**src/rtl/xport_pkg.sv**
```systemverilog
package xport_pkg;

  typedef enum logic [1:0] {
    REG_DATA = 2'd0,
    REG_DIR  = 2'd1,
    REG_ASG  = 2'd2,
    REG_PULL = 2'd3
  } xport_reg_e;

  // Value presented on one I/O pin: expansion bit or latched data.
  function automatic logic pin_value(input logic use_exp, input logic exp_bit,
                                     input logic lat_bit);
    return use_exp ? exp_bit : lat_bit;
  endfunction

  // Output enable: expansion forces drive, else direction decides.
  function automatic logic pin_drive(input logic use_exp, input logic dir_bit);
    return use_exp | dir_bit;
  endfunction

  // Pull-up request is withheld while the pin drives.
  function automatic logic pin_pull(input logic pu_bit, input logic driving);
    return pu_bit & ~driving;
  endfunction

endpackage

```
**src/rtl/xport_regs.sv**
```systemverilog
module xport_regs
  import xport_pkg::*;
#(
  parameter int PORT_W = 8,
  parameter int IO_W   = 6
) (
  input  logic              clk,
  input  logic              rst_n,
  input  logic              bus_sel,
  input  logic              bus_wr,
  input  logic [1:0]        bus_addr,
  input  logic [PORT_W-1:0] bus_wdata,
  output logic [IO_W-1:0]   lat_q,
  output logic [PORT_W-1:0] dir_q,
  output logic [PORT_W-1:0] asg_q,
  output logic [PORT_W-1:0] pu_q
);

  localparam int IN_ONLY_W = PORT_W - IO_W;
  localparam logic [PORT_W-1:0] IO_MASK = {{IN_ONLY_W{1'b0}}, {IO_W{1'b1}}};

  logic wr_any, wr_data, wr_dir, wr_asg, wr_pull;
  logic [PORT_W-1:0] wdata_io;

  assign wr_any   = bus_sel & bus_wr;
  assign wr_data  = wr_any & (bus_addr == REG_DATA);
  assign wr_dir   = wr_any & (bus_addr == REG_DIR);
  assign wr_asg   = wr_any & (bus_addr == REG_ASG);
  assign wr_pull  = wr_any & (bus_addr == REG_PULL);
  assign wdata_io = bus_wdata & IO_MASK;

  always_ff @(posedge clk or negedge rst_n) begin
    if (!rst_n) begin
      lat_q <= '0;
      dir_q <= '0;
      asg_q <= '0;
      pu_q  <= '0;
    end else begin
      if (wr_data) lat_q <= bus_wdata[IO_W-1:0];
      if (wr_dir)  dir_q <= wdata_io;
      if (wr_asg)  asg_q <= wdata_io;
      if (wr_pull) pu_q  <= wdata_io;
    end
  end

  AST_DIR_WRITE: assert property (@(posedge clk) disable iff (!rst_n)
    wr_dir |=> dir_q[IO_W-1:0] == $past(bus_wdata[IO_W-1:0]));

  AST_LATCH_HOLD: assert property (@(posedge clk) disable iff (!rst_n)
    !wr_data |=> $stable(lat_q));

  AST_RSVD_CLEAR: assert property (@(posedge clk) disable iff (!rst_n)
    (wr_dir || wr_asg || wr_pull) |=>
      (dir_q[PORT_W-1:IO_W] | asg_q[PORT_W-1:IO_W] | pu_q[PORT_W-1:IO_W]) == '0);

endmodule

```
**src/rtl/xport_pinmux.sv**
```systemverilog
module xport_pinmux
  import xport_pkg::*;
#(
  parameter int IO_W = 6
) (
  input  logic            clk,
  input  logic            rst_n,
  input  logic            mode_expanded,
  input  logic [IO_W-1:0] xaddr,
  input  logic [IO_W-1:0] lat_q,
  input  logic [IO_W-1:0] dir_q,
  input  logic [IO_W-1:0] asg_q,
  input  logic [IO_W-1:0] pu_q,
  output logic [IO_W-1:0] pin_out,
  output logic [IO_W-1:0] pin_oe,
  output logic [IO_W-1:0] pin_pu,
  output logic [IO_W-1:0] exp_sel
);

  for (genvar i = 0; i < IO_W; i++) begin : g_pin
    assign exp_sel[i] = mode_expanded & asg_q[i];
    assign pin_out[i] = pin_value(exp_sel[i], xaddr[i], lat_q[i]);
    assign pin_oe[i]  = pin_drive(exp_sel[i], dir_q[i]);
    assign pin_pu[i]  = pin_pull(pu_q[i], pin_oe[i]);
  end

  AST_PU_NOT_DRIVEN: assert property (@(posedge clk) disable iff (!rst_n)
    (pin_pu & pin_oe) == '0);

  AST_EXP_DRIVES: assert property (@(posedge clk) disable iff (!rst_n)
    ((exp_sel & ~pin_oe) == '0) && (((pin_out ^ xaddr) & exp_sel) == '0));

endmodule

```
**src/rtl/xport_readmux.sv**
```systemverilog
module xport_readmux
  import xport_pkg::*;
#(
  parameter int PORT_W = 8
) (
  input  logic              clk,
  input  logic              rst_n,
  input  logic [1:0]        bus_addr,
  input  logic [PORT_W-1:0] pin_in,
  input  logic [PORT_W-1:0] dir_q,
  input  logic [PORT_W-1:0] asg_q,
  input  logic [PORT_W-1:0] pu_q,
  output logic [PORT_W-1:0] bus_rdata
);

  always_comb begin
    unique case (xport_reg_e'(bus_addr))
      REG_DATA: bus_rdata = pin_in;
      REG_DIR:  bus_rdata = dir_q;
      REG_ASG:  bus_rdata = asg_q;
      REG_PULL: bus_rdata = pu_q;
      default:  bus_rdata = '0;
    endcase
  end

  AST_DATA_IS_PINS: assert property (@(posedge clk) disable iff (!rst_n)
    (bus_addr == REG_DATA) |-> bus_rdata == pin_in);

endmodule

```
**src/rtl/gpio_xport.sv**
```systemverilog
module gpio_xport
  import xport_pkg::*;
#(
  parameter int PORT_W = 8,
  parameter int IO_W   = 6
) (
  input  logic              clk,
  input  logic              rst_n,
  input  logic              bus_sel,
  input  logic              bus_wr,
  input  logic [1:0]        bus_addr,
  input  logic [PORT_W-1:0] bus_wdata,
  output logic [PORT_W-1:0] bus_rdata,
  input  logic              mode_expanded,
  input  logic [IO_W-1:0]   xaddr,
  input  logic [PORT_W-1:0] pin_in,
  output logic [IO_W-1:0]   pin_out,
  output logic [IO_W-1:0]   pin_oe,
  output logic [IO_W-1:0]   pin_pu
);

  logic [IO_W-1:0]   lat_q;
  logic [PORT_W-1:0] dir_q, asg_q, pu_q;
  logic [IO_W-1:0]   exp_sel;

  xport_regs #(.PORT_W(PORT_W), .IO_W(IO_W)) u_regs (
    .clk(clk), .rst_n(rst_n), .bus_sel(bus_sel), .bus_wr(bus_wr),
    .bus_addr(bus_addr), .bus_wdata(bus_wdata),
    .lat_q(lat_q), .dir_q(dir_q), .asg_q(asg_q), .pu_q(pu_q)
  );

  xport_pinmux #(.IO_W(IO_W)) u_pinmux (
    .clk(clk), .rst_n(rst_n), .mode_expanded(mode_expanded), .xaddr(xaddr),
    .lat_q(lat_q), .dir_q(dir_q[IO_W-1:0]), .asg_q(asg_q[IO_W-1:0]),
    .pu_q(pu_q[IO_W-1:0]), .pin_out(pin_out), .pin_oe(pin_oe),
    .pin_pu(pin_pu), .exp_sel(exp_sel)
  );

  xport_readmux #(.PORT_W(PORT_W)) u_readmux (
    .clk(clk), .rst_n(rst_n), .bus_addr(bus_addr), .pin_in(pin_in),
    .dir_q(dir_q), .asg_q(asg_q), .pu_q(pu_q), .bus_rdata(bus_rdata)
  );

  AST_RESET_QUIET: assert property (@(posedge clk) disable iff (!rst_n)
    $rose(rst_n) |-> (pin_oe == '0) && (pin_pu == '0));

  AST_SINGLE_NO_EXP: assert property (@(posedge clk) disable iff (!rst_n)
    !mode_expanded |-> exp_sel == '0);

endmodule

```
**config.mk**
```make
export PLATFORM = sky130hd
export DESIGN_NAME = gpio_xport
export DESIGN_NICKNAME = d
export VERILOG_FILES = /design/src/rtl/xport_pkg.sv /design/src/rtl/xport_regs.sv /design/src/rtl/xport_pinmux.sv /design/src/rtl/xport_readmux.sv /design/src/rtl/gpio_xport.sv
export SDC_FILE = /design/constraint.sdc
export NUM_CORES = 1
export LEC_CHECK = 0
export BUFFER_PORTS_ARGS = -buffer_cell sky130_fd_sc_hd__buf_2
export CAP_MARGIN = 15
export CORE_UTILIZATION = 42
export DETAILED_ROUTE_END_ITERATION = 10
export HOLD_SLACK_MARGIN = 0.12
export PLACE_DENSITY_LB_ADDON = 0.08
export SYNTH_ARGS = -nofsm -noshare
export SYNTH_HDL_FRONTEND = slang
export SYNTH_SLANG_ARGS = --single-unit
```
**constraint.sdc**
```tcl
create_clock -name clk -period 0.8 [get_ports clk]
set_input_delay 0.04 -clock clk [delete_from_list [all_inputs] [get_ports clk]]
set_output_delay 0.04 -clock clk [all_outputs]
set_load 0.02 [all_outputs]
```
==> qor.yml, run 1 <==
ant_nets: 0
hpwlAfterDp_um: 2440
fp.dieH_um: 58.0
drtIter0Drc: 33
synth_compound_area_share_pct: 3.42
grt_max_degree: 25
fmax_mhz: 697
setup-tns-final_ns: -14.37
place_congestion: 0.719
yosys_warnings: 0
netlist-cell-type-count: 16
crit_path_cell_trace: "mux4_2, buf_6"
worstMarginPinSlew_ns: 0.355
die_w_um: 58.0
maxCapViolCount: 0
yosysTopAreaCell: "dfrtp_1"
syn-num-nets: 123
status: "finished with violations"
required_ns: 0.76
row_count: 19
p_per_area_mw_per_mm2: 2190
finalPower_mw: 5.12
maxSlewViolCount: 0
synth-seq-cells: 24
clock-sinks: 24
ir_worst_vdd_uv: 1460
routed_wl_um: 3810
finalSetupViolCount: 39
fin_cells: 215
coreArea_mm2: 0.00285
synthesis.area_mm2: 0.00132
final_nets: 214
holdWs_ns: 0.168
cts.path.max_buffers: 2
fin_crit_sh_pct: 179
hp-class: "input port to async pin"
place.port_buffers: 52
routedWlPerCell_um: 17.7
yosys.area_share.adder_pct: 0
drive_gt1_share_pct: 73.9
multi_input_area_um2: 813
finalCriticalPeriod_ns: 1.44
grt_pass1_vias: 1206
nFillCells: 177
slowest_delay_ns: 0.49
final_cell_area_mm2: 0.00234
insertion_delay_ns: 0.32
drc_errors: 2
synthCells: 94
dp.cells: 197
fin_skew_ns: 0
post-route-util_pct: 82.1
leakage_nw: 1.21
cts_htree_levels: 1
place_ws_ns: -0.295
vias: 1130
synthSimpleGateAreaFrac_pct: 9.40
initial_core_util_pct: 46.2
endpoint_kind: "output port"
yosysSeqAreaShare_pct: 45.6
dieArea_mm2: 0.00337
synth_top_family_by_area: "multiplexers"
synth_xor_area_share_pct: 0
root_buffer: "clkbuf_4"
cts_buffers: 3
hold_viol: 0
critPathLaunchType: "register"
path_class: "register to output port"
rsz0062_at_grt: "true"
max_slew_margin_pct: 76.3
layout_setup_ws_ns: -0.635
synth.avg_cell_area_um2: 14.0
register_area_um2: 601
crit_slowest_cell: "mux4_2"
place_area_mm2: 0.00187
io_pins: 55
tritoncts: "yes"
critPathMaxFanout: 3
clk_pin_slew_worst_paths_ns: 0.14
via_per_inst: 5.26
area_growth_pct: 77.8
antenna_found_initial: 0
synth_top_area_share_pct: 45.6
arrival_ns: 1.40
synth_mux_area_share_pct: 37.0
groute.usage.overall_pct: 23.3
grt_overflow: 0
diodes: 0
grt_pass1_wl_um: 5750
synthTopCellsByArea: "dfrtp_1 (46%), mux2_2 (26%), mux4_1 (8.0%)"
violations: "DRC, setup timing"
drtPass1Iterations: 7
logic make-up (layout without fill, tap and decap cells):
group | count (synthesis) | count (layout)
DFF | 24 | 24
buffers and inverters | 10 | 100
AOI/OAI and AO/OA | 6 | 6
and+or+nand+nor | 18 | 18
muxes | 36 | 36
repair_timing:
item                                   4_1_cts  5_1_grt
pin swaps                                    2        1
setup endpoints to repair                   40       46
hold buffers                                 7        0
buffers inserted                             3        5
endpoints found under the hold margin       48        0
gates resized for setup                     82       11
sequential cells by signal (all words and copies together), names as in the netlist:
signal	cells
u_regs.dir_q	6
u_regs.pu_q	6
u_regs.asg_q	6
u_regs.lat_q	6
area by class of cell:
cell class                 count  share of cell area (%)
tap                           31                    1.66
inverter                       6                   0.962
multi-input combinational     60                    34.7
timing repair buffer          90                    35.5
clock buffer                   4                    1.55
sequential                    24                    25.6
worst max-delay path: cells and delay by family, from the launching register on:
kind / cells / cell delay, ns
mux: 1 / 0.49
buf+inv: 1 / 0.15
flops: 1 / 0.44
synthesized netlist by cell type:
| cell | instances |
|---|---|
| nand4b_2 | 2 |
| nor2_1 | 6 |
| mux2_2 | 30 |
| a21o_1 | 6 |
| mux4_2 | 2 |
| and4bb_2 | 1 |
| dfrtp_1 | 24 |
| buf_6 | 1 |
| nand4_4 | 1 |
| clkbuf_8 | 1 |
| buf_2 | 1 |
| nand2_1 | 6 |
| buf_4 | 1 |
| nor3b_1 | 2 |
| inv_1 | 6 |
| mux4_1 | 4 |
metal layers:
metal | global-route usage (%) | wire length (um)
met1 | 29.0 | 1510
met2 | 41.5 | 2090
met3 | 2.90 | 166
met4 | 8.50 | 44
met5 | 0 | 0
report_power, final:
group	total [mW]	leakage [nW]	switching [mW]	internal, mW
Sequential	1.70	0.288	0.220	1.48
Combinational	2.77	0.901	1.09	1.68
Clock	0.649	0.0210	0.371	0.278
worst paths after layout:
path                                       from               to  slack (ns)  cells after the start
worst max-delay path            u_regs.asg_q[5]     bus_rdata[5]       -0.64                      2
worst min-delay path                      rst_n   u_regs.pu_q[2]        0.17                      3
worst max register to register  u_regs.asg_q[5]  u_regs.asg_q[5]       -0.22                      3
worst min register to register  u_regs.lat_q[5]  u_regs.lat_q[5]        0.54                      1
max in group asynchronous                 rst_n  u_regs.asg_q[3]        0.48                      3
min in group clk                    bus_addr[1]  u_regs.dir_q[0]        0.30                      3
layout by cell type (no fill, tap or decap), drive strengths merged:
cell type	synthesis	final
dlygate4sd3	0	7
nor2	6	6
nor3b	2	2
dfrtp	24	24
a21o	6	6
buf	3	83
nand4b	2	2
nand4	1	1
nand2	6	6
inv	6	6
mux4	6	6
and4bb	1	1
clkbuf	1	4
mux2	30	30
No activity file was read; power rests on OpenSTA's default activity.
==> run 2, diff against run 1 <==
- CORE_ASPECT_RATIO: unset -> 1.4
==> run 2 against run 1 <==
The flow finishes with violations (setup timing). Largest power group unchanged. Setup slack improved by 0.080 ns. Core utilization fell by 5.9 points. Critical path type unchanged. Clock skew did not move.
==> qor.yml, run 2 (synthesis gave the netlist of run 1 again) <==
status: "finished with violations"  # unchanged
violations: "setup timing"  # was DRC, setup timing
row_count: 23  # was 19
rsz0062_at_grt: "true"  # unchanged
grt_pass1_vias: 1133  # was 1206
place.port_buffers: 52  # unchanged
final_cell_mix: "buf_6 (40), buf_2 (28), mux2_4 (27)"  # was buf_6 (46), mux2_4 (28), buf_2 (24), dfrtp_1 (24), buf_4 (11)
p_per_area_mw_per_mm2: 2290  # was 2190 mW/mm^2
drc_errors: 0  # was 2
setup-tns-final_ns: -12.04  # was -14.37 ns
final_nets: 205  # was 214
critPathLaunchType: "register"  # unchanged
required_ns: 0.76  # about the same
cts.path.max_buffers: 2  # unchanged
endpoint_kind: "output port"  # unchanged
crit_path_cell_trace: "mux4_2, buf_6"  # unchanged
routed_wl_um: 3200  # was 3810 um
hold_buffers: 1  # was 7
drive_gt1_share_pct: 76.0  # was 73.9%
hpwlAfterDp_um: 2300  # was 2440 um
die_w_um: 49.3  # was 58.0 um
slowest_delay_ns: 0.49  # about the same
holdWs_ns: 0.0560  # was 0.168 ns
fin_crit_sh_pct: 169  # was 179%
initial_core_util_pct: 44.9  # was 46.2%
cp_num_buf_inv: 1  # unchanged
max_slew_margin_pct: 78.5  # was 76.3%
drtIter0Drc: 11  # was 33
path_class: "register to output port"  # unchanged
vias: 1079  # was 1130
coreArea_mm2: 0.00294  # was 0.00285 mm^2
ir_worst_vdd_uv: 1430  # was 1460 uV
arrival_ns: 1.32  # was 1.40 ns
io_pins: 55  # unchanged
cts_buffers: 3  # unchanged
routedWlPerCell_um: 15.1  # was 17.7 um
finalPower_mw: 5.12  # about the same
diodes: 0  # unchanged
drtPass1Iterations: 4  # was 7
hold_viol: 0  # unchanged
via_per_inst: 5.09  # was 5.26
worstMarginPinSlew_ns: 0.322  # was 0.355 ns
groute.usage.overall_pct: 21.5  # was 23.3%
hp-class: "input port to register"  # was input port to async pin
antenna_found_initial: 0  # unchanged
place_congestion: 0.722  # was 0.719
grt_pass1_wl_um: 5400  # was 5750 um
maxCapViolCount: 0  # unchanged
place_area_mm2: 0.00186  # was 0.00187 mm^2
clk_pin_slew_worst_paths_ns: 0.08  # was 0.14 ns
maxSlewViolCount: 0  # unchanged
nFillCells: 194  # was 177
crit_slowest_cell: "mux4_2"  # unchanged
root_buffer: "clkbuf_8"  # was clkbuf_4
leakage_nw: 1.16  # was 1.21 nW
finalSetupViolCount: 40  # was 39
crit_family: "multiplexers"  # unchanged
fmax_mhz: 738  # was 697 MHz
post-route-util_pct: 76.2  # was 82.1%
critPathMaxFanout: 3  # unchanged
cts_htree_levels: 1  # unchanged
dieArea_mm2: 0.00337  # about the same
layout_setup_ws_ns: -0.555  # was -0.635 ns
clock-sinks: 24  # unchanged
layout_commonest_cell: "buf_6"  # unchanged
insertion_delay_ns: 0.26  # was 0.32 ns
fp.dieH_um: 68.3  # was 58.0 um
grt_overflow: 0  # unchanged
ant_nets: 0  # unchanged
final_cell_area_mm2: 0.00224  # was 0.00234 mm^2
finalCriticalPeriod_ns: 1.36  # was 1.44 ns
fin_skew_ns: 0  # unchanged
tritoncts: "yes"  # unchanged
area_growth_pct: 69.8  # was 77.8%
grt_max_degree: 25  # unchanged
[run 2: power by group]
part           switching, mW  internal, mW
Clock                  0.375         0.439
Combinational           1.04          1.58
Sequential             0.206          1.48
Total                   1.62          3.50
[run 2: metal layers]
metal	GRT usage, %	vias up	share of wire (%)
met5	0	-	0
met4	7.72	0	0.78
met3	2.22	2	3.2
met2	38.2	36	54
met1	27.0	536	42
li1	-	505	-
[run 2: final timing paths]
check	slack, ns	depth (start not counted)	from	endpoint
max	-0.56	2	u_regs.asg_q[3]	bus_rdata[3]
min	0.06	2	bus_wdata[5]	u_regs.asg_q[5]
max reg2reg	-0.10	2	u_regs.asg_q[2]	u_regs.asg_q[2]
min reg2reg	0.52	1	u_regs.lat_q[5]	u_regs.lat_q[5]
max in group asynchronous	0.26	3	rst_n	u_regs.asg_q[0]
min in group asynchronous	0.30	3	rst_n	u_regs.pu_q[2]
[run 2: what timing repair did]
item | in CTS | in global routing
endpoints found under the setup margin | 35 | 42
resized for setup | 76 | 7
gates cloned | 0 | 0
buffers inserted | 5 | 2
hold endpoints to repair | 48 | 24
[run 2: through the flow]
stage	cells	worst slack [ns]
after floorplan	94	-0.144
after global placement	202	-0.254
after detailed placement	202	-0.268
after CTS	211	-0.553
after global routing	212	-0.585
final	212	-0.555
[run 2: final cells by class]
cell class	instances	area (um^2)	area share, %
multi-input combinational	60	810	36.2
sequential	24	601	26.8
inverter	6	22.5	1.01
clock buffer	4	55.1	2.46
timing repair buffer	81	703	31.4
tap	37	46.3	2.07
